[config.mk]
export PLATFORM = sky130hd
export DESIGN_NAME = mux_bus_sequencer
export DESIGN_NICKNAME = d
export VERILOG_FILES = /design/src/rtl/mux_bus_pkg.sv /design/src/rtl/mux_bus_ctrl.sv /design/src/rtl/mux_bus_dp.sv /design/src/rtl/mux_bus_sequencer.sv
export SDC_FILE = /design/constraint.sdc
export NUM_CORES = 1
export LEC_CHECK = 0
export ABC_AREA = 0
export CAP_MARGIN = 5
export CORE_AREA = 3 3 67 69
export DETAILED_ROUTE_END_ITERATION = 7
export DIE_AREA = 0 0 70 72
export GPL_TIMING_DRIVEN = 0
export HOLD_SLACK_MARGIN = 0.15
export PLACE_DENSITY = 0.8
export SETUP_SLACK_MARGIN = 0.05
export SYNTH_ARGS = -nofsm -noshare
export SYNTH_HDL_FRONTEND = slang
export SYNTH_SLANG_ARGS = --single-unit
[constraint.sdc]
create_clock -name clk -period 4 [get_ports clk]
set_input_delay 0.8 -clock clk [delete_from_list [all_inputs] [get_ports clk]]
set_output_delay 0.8 -clock clk [all_outputs]
set_load 0.005 [all_outputs]
[src/rtl/mux_bus_pkg.sv]
package mux_bus_pkg;

  typedef enum logic [2:0] {
    KIND_FETCH = 3'd0,
    KIND_MRD   = 3'd1,
    KIND_MWR   = 3'd2,
    KIND_IORD  = 3'd3,
    KIND_IOWR  = 3'd4
  } cycleKind_t;

  typedef enum logic [2:0] {
    ST_IDLE,
    ST_T1,
    ST_T2,
    ST_TW,
    ST_T3,
    ST_T4
  } tState_t;

  localparam logic [1:0] STAT_IDLE  = 2'b00;
  localparam logic [1:0] STAT_WRITE = 2'b01;
  localparam logic [1:0] STAT_READ  = 2'b10;
  localparam logic [1:0] STAT_FETCH = 2'b11;

  // Strobes from the control unit into the datapath.
  typedef struct packed {
    logic loadReq;
    logic capture;
    logic driveAddr;
    logic driveData;
  } dpCtrl_t;

endpackage

[src/rtl/mux_bus_ctrl.sv]
module mux_bus_ctrl
  import mux_bus_pkg::*;
(
  input  logic       clk,
  input  logic       rstN,
  input  logic       reqValid,
  input  logic [2:0] reqKind,
  input  logic       ready,
  output dpCtrl_t    dpCtrl,
  output logic       ale,
  output logic       rdN,
  output logic       wrN,
  output logic       ioM,
  output logic [1:0] status,
  output logic       hiDrive,
  output logic       done
);

  tState_t    state, stateNext;
  cycleKind_t kind;
  logic       kindOk;
  logic       isFetch, isRead, isWrite, isIo;
  logic       strobePhase;

  assign kindOk = (reqKind <= 3'd4);

  assign isFetch = (kind == KIND_FETCH);
  assign isRead  = (kind == KIND_FETCH) || (kind == KIND_MRD) || (kind == KIND_IORD);
  assign isWrite = (kind == KIND_MWR) || (kind == KIND_IOWR);
  assign isIo    = (kind == KIND_IORD) || (kind == KIND_IOWR);

  assign strobePhase = (state == ST_T2) || (state == ST_TW);

  always_comb begin
    stateNext = state;
    unique case (state)
      ST_IDLE: if (reqValid && kindOk) stateNext = ST_T1;
      ST_T1:   stateNext = ST_T2;
      ST_T2,
      ST_TW:   stateNext = ready ? ST_T3 : ST_TW;
      ST_T3:   stateNext = isFetch ? ST_T4 : ST_IDLE;
      ST_T4:   stateNext = ST_IDLE;
      default: stateNext = ST_IDLE;
    endcase
  end

  always_ff @(posedge clk or negedge rstN) begin
    if (!rstN) begin
      state <= ST_IDLE;
      kind  <= KIND_FETCH;
    end else begin
      state <= stateNext;
      if (state == ST_IDLE && reqValid && kindOk)
        kind <= cycleKind_t'(reqKind);
    end
  end

  always_comb begin
    dpCtrl.loadReq   = (state == ST_IDLE) && reqValid && kindOk;
    dpCtrl.capture   = strobePhase && ready && isRead;
    dpCtrl.driveAddr = (state == ST_T1);
    dpCtrl.driveData = strobePhase && isWrite;
  end

  logic busy;
  assign busy    = (state != ST_IDLE);
  assign ale     = (state == ST_T1);
  assign rdN     = !(strobePhase && isRead);
  assign wrN     = !(strobePhase && isWrite);
  assign ioM     = busy && isIo;
  assign hiDrive = busy;
  assign done    = (state == ST_T4) || (state == ST_T3 && !isFetch);

  always_comb begin
    if (!busy)        status = STAT_IDLE;
    else if (isFetch) status = STAT_FETCH;
    else if (isRead)  status = STAT_READ;
    else              status = STAT_WRITE;
  end

  assert_strobe_excl_R3: assert property (@(posedge clk) disable iff (!rstN)
    !(!rdN && !wrN));

  assert_ale_quiet_R2: assert property (@(posedge clk) disable iff (!rstN)
    ale |-> (rdN && wrN));

  assert_wait_rd_R8: assert property (@(posedge clk) disable iff (!rstN)
    (!rdN && !ready) |=> !rdN);

  assert_wait_wr_R8: assert property (@(posedge clk) disable iff (!rstN)
    (!wrN && !ready) |=> !wrN);

  assert_done_pulse_R9: assert property (@(posedge clk) disable iff (!rstN)
    done |=> !done);

  assert_idle_status_R6: assert property (@(posedge clk) disable iff (!rstN)
    (status == STAT_IDLE) |-> (rdN && wrN && !ale && !ioM));

  assert_iom_hold_R5: assert property (@(posedge clk) disable iff (!rstN)
    (hiDrive && !ale) |-> ($stable(ioM) && $stable(status)));

endmodule

[src/rtl/mux_bus_dp.sv]
module mux_bus_dp
  import mux_bus_pkg::*;
#(
  parameter int ADDR_W = 16,
  parameter int DATA_W = 8
) (
  input  logic                 clk,
  input  logic                 rstN,
  input  dpCtrl_t              dpCtrl,
  input  logic [ADDR_W-1:0]    reqAddr,
  input  logic [DATA_W-1:0]    reqData,
  input  logic [DATA_W-1:0]    adIn,
  output logic [DATA_W-1:0]    adOut,
  output logic                 adDrive,
  output logic [ADDR_W-DATA_W-1:0] addrHi,
  output logic [DATA_W-1:0]    rdByte
);

  localparam int HI_W = ADDR_W - DATA_W;

  logic [ADDR_W-1:0] addrReg;
  logic [DATA_W-1:0] wrReg;
  logic [DATA_W-1:0] rdReg;

  always_ff @(posedge clk or negedge rstN) begin
    if (!rstN) begin
      addrReg <= '0;
      wrReg   <= '0;
      rdReg   <= '0;
    end else begin
      if (dpCtrl.loadReq) begin
        addrReg <= reqAddr;
        wrReg   <= reqData;
      end
      if (dpCtrl.capture)
        rdReg <= adIn;
    end
  end

  assign adOut   = dpCtrl.driveAddr ? addrReg[DATA_W-1:0] : wrReg;
  assign adDrive = dpCtrl.driveAddr || dpCtrl.driveData;
  assign addrHi  = addrReg[ADDR_W-1 -: HI_W];
  assign rdByte  = rdReg;

  assert_lane_excl_R2: assert property (@(posedge clk) disable iff (!rstN)
    !(dpCtrl.driveAddr && dpCtrl.driveData));

endmodule

[src/rtl/mux_bus_sequencer.sv]
module mux_bus_sequencer
  import mux_bus_pkg::*;
#(
  parameter int ADDR_W = 16,
  parameter int DATA_W = 8
) (
  input  logic                     clk,
  input  logic                     rstN,
  input  logic                     reqValid,
  input  logic [2:0]               reqKind,
  input  logic [ADDR_W-1:0]        reqAddr,
  input  logic [DATA_W-1:0]        reqData,
  input  logic                     ready,
  input  logic [DATA_W-1:0]        adIn,
  output logic [DATA_W-1:0]        adOut,
  output logic                     adDrive,
  output logic [ADDR_W-DATA_W-1:0] addrHi,
  output logic                     hiDrive,
  output logic                     ale,
  output logic                     rdN,
  output logic                     wrN,
  output logic                     ioM,
  output logic [1:0]               status,
  output logic [DATA_W-1:0]        rdByte,
  output logic                     done
);

  dpCtrl_t dpCtrl;

  mux_bus_ctrl u_ctrl (
    .clk      (clk),
    .rstN     (rstN),
    .reqValid (reqValid),
    .reqKind  (reqKind),
    .ready    (ready),
    .dpCtrl   (dpCtrl),
    .ale      (ale),
    .rdN      (rdN),
    .wrN      (wrN),
    .ioM      (ioM),
    .status   (status),
    .hiDrive  (hiDrive),
    .done     (done)
  );

  mux_bus_dp #(
    .ADDR_W (ADDR_W),
    .DATA_W (DATA_W)
  ) u_dp (
    .clk     (clk),
    .rstN    (rstN),
    .dpCtrl  (dpCtrl),
    .reqAddr (reqAddr),
    .reqData (reqData),
    .adIn    (adIn),
    .adOut   (adOut),
    .adDrive (adDrive),
    .addrHi  (addrHi),
    .rdByte  (rdByte)
  );

  assert_read_float_R3: assert property (@(posedge clk) disable iff (!rstN)
    !rdN |-> !adDrive);

  assert_write_drive_R4: assert property (@(posedge clk) disable iff (!rstN)
    !wrN |-> adDrive);

  assert_ale_drive_R2: assert property (@(posedge clk) disable iff (!rstN)
    ale |-> (adDrive && hiDrive));

endmodule

==> results of run 1 <==
placed cells by master (no fill, tap or decap), types with 2 or more instances in the layout:
cell type	netlist	layout
inv_1	2	2
nor3_4	2	2
buf_2	2	3
mux2_4	19	19
a21oi_1	2	2
dfrtp_1	38	38
nand2_1	2	2
nor2_1	2	2
clkbuf_8	0	6
clkdlybuf4s50_1	0	70
bufinv_16	0	2
nand2b_1	2	2
buf_4	8	8
buf_6	2	2
nor3b_1	2	2
mux2_2	24	24
or3_1	2	2
layout make-up:
class,instances,area (um2)
Clock buffer,6,82.6
Clock inverter,2,60.1
Buffer,12,92.6
Inverter,2,7.51
Fill cell,281,1270
Multi-Input combinational cell,68,736
Sequential cell,38,951
Timing Repair Buffer,71,706
Tap cell,50,62.6
where the power goes:
| group | switching [mW] | internal (mW) | total [mW] |
|---|---|---|---|
| logic | 0.338 | 0.750 | 1.09 |
| registers | 0.138 | 0.580 | 0.718 |
| clock network | 0.132 | 0.266 | 0.398 |
stage by stage:
| step | std cells | total power [mW] | worst slack [ps] | area, um2 |
|---|---|---|---|---|
| after detailed placement | 241 | 1.82 | 1430 | 2550 |
| final | 249 | 2.20 | 1110 | 2700 |
| after global placement | 241 | 1.77 | 1340 | 2560 |
| after floorplan | 120 | 1.27 | 1990 | 1790 |
| after CTS | 249 | 2.23 | 1100 | 2700 |
| after global routing | 249 | 2.34 | 965 | 2700 |
cells by family after synthesis:
logic type                synth area share [%]
muxes                                     31.1
DFF                                       53.2
and+or+nand+nor                           7.91
buffers and inverters                     5.60
AOI/OAI and AO/OA                         1.68
xor gates and xnor gates                 0.490
worst max-delay path: cells and delay by family (launching register included):
kind | cells | cell delay, ps
simple gates | 1 | 210
flops | 1 | 480
mux | 1 | 360
buf+inv | 2 | 750
flip-flops by register name (all words and copies together) (netlist names):
register	flops
u_ctrl.kind	3
u_ctrl.state	3
u_dp.addrReg	16
u_dp.rdByte	8
u_dp.wrReg	8
routing by layer:
| layer | share of wire, % | routed length, um | vias to the layer above | global-route usage [%] |
|---|---|---|---|---|
| met5 | 0 | 0 | - | 0 |
| met4 | 1.5 | 60 | 0 | 5.74 |
| li1 | - | - | 571 | - |
| met3 | 5.6 | 230 | 7 | 6.23 |
| met1 | 38 | 1560 | 615 | 20.7 |
| met2 | 55 | 2240 | 38 | 31.7 |
final timing paths:
path,end,cells past startpoint
max,adOut[3],4
min,u_dp.addrReg[15]$_DFFE_PN0P_,1
max reg2reg,u_dp.addrReg[2]$_DFFE_PN0P_,4
min reg2reg,u_dp.addrReg[15]$_DFFE_PN0P_,1
max in group asynchronous,u_dp.rdByte[2]$_DFFE_PN0P_,1
min in group asynchronous,u_dp.addrReg[14]$_DFFE_PN0P_,1
==> results.json, run 1 <==
{
  "antenna_found_initial": 0,
  "die_w_um": 70,
  "grt_util_all_layers_pct": 18.0,
  "setup_viol": 0,
  "initial_core_util_pct": 45.0,
  "synth_top_area_share_pct": 53.2,
  "ios": 72,
  "cts_hold_buffers": 0,
  "tns_ps": 0,
  "place_hpwl_um": 3160,
  "skew_ps": 4.62,
  "drtPass1Iterations": 4,
  "ant_nets": 0,
  "synthCells": 120,
  "cts_sinks": 38,
  "drc": 0,
  "synth_most_common_cell": "dfrtp_1",
  "relSlewSlack_pct": 44.7,
  "clk_pin_slew_ps": 70,
  "nets": 237,
  "numCtsBuffers": 5,
  "endpoint_kind": "output pin",
  "overflow": 0,
  "min_period_ps": 2890,
  "fp.dieH_um": 72,
  "via_count": 1231,
  "yosysTopAreaCell": "dfrtp_1",
  "die-area_um2": 5040,
  "ys_seq_elements": 38,
  "max_freq_ghz": 0.346,
  "critPathLaunchType": "register",
  "cts_max_level": 2,
  "r2r_start": "u_ctrl.state[1]$_DFFE_PN0P_",
  "fin_util_pct": 67.9,
  "cp.required_ps": 3200,
  "ys_top_cells_by_count": "38 x dfrtp_1, 24 x mux2_2, 19 x mux2_4",
  "grt_pass1_vias": 1413,
  "path_cells": "nor3b_1 > buf_2 > mux2_2 > clkdlybuf4s50_1",
  "maxSlewViolCount": 0,
  "root_buffer": "clkbuf_8",
  "slowest_stage": "dfrtp_1",
  "grt_first_pass_wirelength_um": 7020,
  "status": "complete, no violations",
  "wl_um": 4090,
  "dr.first_iter.drc_count": 52,
  "p_leak_nw": 1.19,
  "drive_above_1_share_pct": 33.7,
  "drt-vias-per-instance": 4.94,
  "ys.flop_type": "dfrtp_1",
  "netlist_area_um2": 1790,
  "core_um2": 3970,
  "cp_max_fo": 10,
  "tightestPinTransition_ps": 829,
  "yosysWarnings": 0,
  "rows": 23,
  "synthTopCellsByArea": "dfrtp_1 53%, mux2_4 16%, mux2_2 15%",
  "hold_path_class": "reg -> reg",
  "critPathMaxStageDelay_ps": 480,
  "gp_congestion": 0.862,
  "post-route-period-util_pct": 72.3,
  "p_per_area_nw_per_um2": 817,
  "hold_path_startpoint": "u_dp.addrReg[15]$_DFFE_PN0P_",
  "arrival_ps": 2090,
  "portBuffers": 71,
  "cts_tree": "yes",
  "syn_to_final_growth_pct": 51.0,
  "synth.distinct_cells": 25,
  "synth-edff-count": 0,
  "ys_async_sr_fraction_pct": 100,
  "cts_resized": 0,
  "reg2reg_slack_ps": 2310,
  "max-vdd-ir-drop_mv": 0.386,
  "clock_latency_ps": 290,
  "ys_seq_area_share_pct": 53.2,
  "clockBufferDepth": 2,
  "crit_type": "reg -> out",
  "syn_avg_cell_area_um2": 14.9,
  "hold_viol_final": 0,
  "cap_violations": 0,
  "post_cts_buffers": 0,
  "hold_slack_ps": 508,
  "diodes": 0,
  "wl_per_cell_um": 16.4,
  "cp-startpoint": "u_ctrl.state[1]$_DFFE_PN0P_",
  "grt_setup_unrepaired": "false",
  "synth.net_count": 159,
  "grt_max_degree": 39
}
(Power assumes the default switching activity.)
==> run 2, diff against run 1 <==
Settings changed: CORE_AREA 3 3 67 69 to 3 3 69 71, DIE_AREA 0 0 70 72 to 0 0 72 74, PLACE_DENSITY 0.8 to 0.76.
Clock period 4 ns to 2.7 ns, I/O delays scaled along.
==> run 2 against run 1 <==
Effect of this change:
- first-iteration DRC count is 33% higher
- critical path depth is the same
- flip-flop and latch count unchanged
- routed wire length is 2.0% lower
- power rose by 38%
- cell area decreased by 1.8%
- core utilization down 6.2 points
- non-clock buffer count unchanged
- sequential power is 48% higher
- via count grew 1.3%
- critical path type unchanged
- critical endpoint is now adOut[0]
- largest cell class unchanged
- largest power group unchanged
- highest routed layer unchanged
==> results.json, run 2 (synthesized netlist as in run 1, its figures left out) <==
{
  "status": "complete, no violations",
  "overflow": 0,
  "grt_first_pass_wirelength_um": 6680,
  "clockBufferDepth": 2,
  "switching_share_pct": 28.5,
  "gp_congestion": 0.849,
  "regMostFlops": "u_dp.addrReg",
  "die_w_um": 72,
  "fin_ws_ps": 177,
  "maxSlewViolCount": 0,
  "cp.required_ps": 2160,
  "tns_ps": 0,
  "p_total_mw": 3.04,
  "clk_pin_slew_ps": 70,
  "place_ws_ps": 358,
  "rows": 24,
  "skew_ps": 2.44,
  "endpoint_kind": "output pin",
  "p_per_area_nw_per_um2": 1150,
  "fp.dieH_um": 74,
  "wl_um": 4010,
  "relSlewSlack_pct": 45.0,
  "nets": 237,
  "wl_per_cell_um": 16.1,
  "critPathLaunchType": "register",
  "final_area_um2": 2650,
  "numCtsBuffers": 5,
  "layout_commonest_cell": "clkdlybuf4s50_1",
  "mostFrequentLayoutCells": "70 x clkdlybuf4s50_1, 37 x dfrtp_1, 24 x mux2_2, 19 x mux2_4, 9 x buf_4",
  "antenna_found_initial": 0,
  "core_um2": 4290,
  "arrival_ps": 1980,
  "dp.cells": 243,
  "hold_slack_ps": 351,
  "portBuffers": 71,
  "tightestPinTransition_ps": 825,
  "grt_setup_unrepaired": "false",
  "drive_above_1_share_pct": 34.0,
  "crit_type": "reg -> out",
  "dr.first_iter.drc_count": 69,
  "cp_max_fo": 10,
  "post-route-period-util_pct": 93.5,
  "ios": 72,
  "root_buffer": "clkbuf_8",
  "hold_viol_final": 0,
  "place_area_um2": 2560,
  "max-vdd-ir-drop_mv": 0.433,
  "cts_tree": "yes",
  "power.internal_mw": 2.17,
  "fin_util_pct": 61.7,
  "cap_violations": 0,
  "setup_viol": 0,
  "p_leak_nw": 1.17,
  "p_seq_share_pct": 34.8,
  "ant_nets": 0,
  "grt_max_degree": 39,
  "cts_sinks": 38,
  "min_period_ps": 2520,
  "fin_cells": 249,
  "syn_to_final_growth_pct": 48.2,
  "via_count": 1247,
  "clkPwrFrac_pct": 12.4,
  "drt-vias-per-instance": 5.01,
  "drtPass1Iterations": 4,
  "largest_register_ffs": 16,
  "initial_core_util_pct": 41.6,
  "hold_path_class": "in -> async",
  "place_hpwl_um": 3050,
  "multi_input_area_um2": 741,
  "max_freq_ghz": 0.396,
  "cts_max_level": 2,
  "die-area_um2": 5330,
  "diodes": 0,
  "p_comb_share_pct": 52.7,
  "fillers": 313,
  "ff_latch_area_um2": 952,
  "drc": 0,
  "clock_latency_ps": 280,
  "p_sw_mw": 0.866,
  "grt_util_all_layers_pct": 16.5,
  "grt_pass1_vias": 1362
}
==> run 2: worst max-delay path: stages (launching register included) <==
cell and delay, ps:
dfrtp_1 480, nor3b_2 200, buf_4 220, mux2_2 350, clkdlybuf4s50_1 460
==> run 2: final timing paths <==
check	cells past startpoint	end	slack (ps)	start
max	4	adOut[0]	180	u_ctrl.state[2]$_DFFE_PN0P_
min	1	u_dp.rdByte[6]$_DFFE_PN0P_	350	rstN
max reg2reg	4	u_dp.wrReg[2]$_DFFE_PN0P_	1050	u_ctrl.state[1]$_DFFE_PN0P_
min reg2reg	1	u_dp.rdByte[4]$_DFFE_PN0P_	510	u_dp.rdByte[4]$_DFFE_PN0P_
max in group asynchronous	1	u_ctrl.state[1]$_DFFE_PN0P_	1770	rstN
min in group clk	1	u_dp.rdByte[4]$_DFFE_PN0P_	510	u_dp.rdByte[4]$_DFFE_PN0P_
==> run 2: metal layers <==
metal,vias to the layer above,GRT usage [%],wire length [um]
met1,616,19.7,1580
met3,6,4.59,305
li1,571,-,-
met4,0,6.47,75
met5,-,0,0
met2,54,28.6,2050
==> run 2: final cells by class <==
cell class,instances,area share [%]
Tap cell,52,2.46
Clock buffer,6,3.12
Multi-Input combinational cell,68,28.0
Timing Repair Buffer,71,26.6
Sequential cell,38,35.9
Inverter,2,0.283
Buffer,12,3.59
==> run 2: power by group through the flow <==
stage          logic (mW)  clock network (mW)  registers, mW
6_report             1.60               0.378           1.06
5_1_grt              1.72               0.416           1.10
4_1_cts              1.63               0.392           1.05
3_5_place_dp         1.61                   0           1.06
3_3_place_gp         1.58                   0           1.04
2_1_floorplan       0.869                   0           1.02
==> run 2: what timing repair did <==
item                       in CTS  in global routing
hold buffers                    0                  0
gates cloned                    0                  0
setup buffers                   0                  0
setup endpoints to repair       6                  8
resized for setup               1                  2
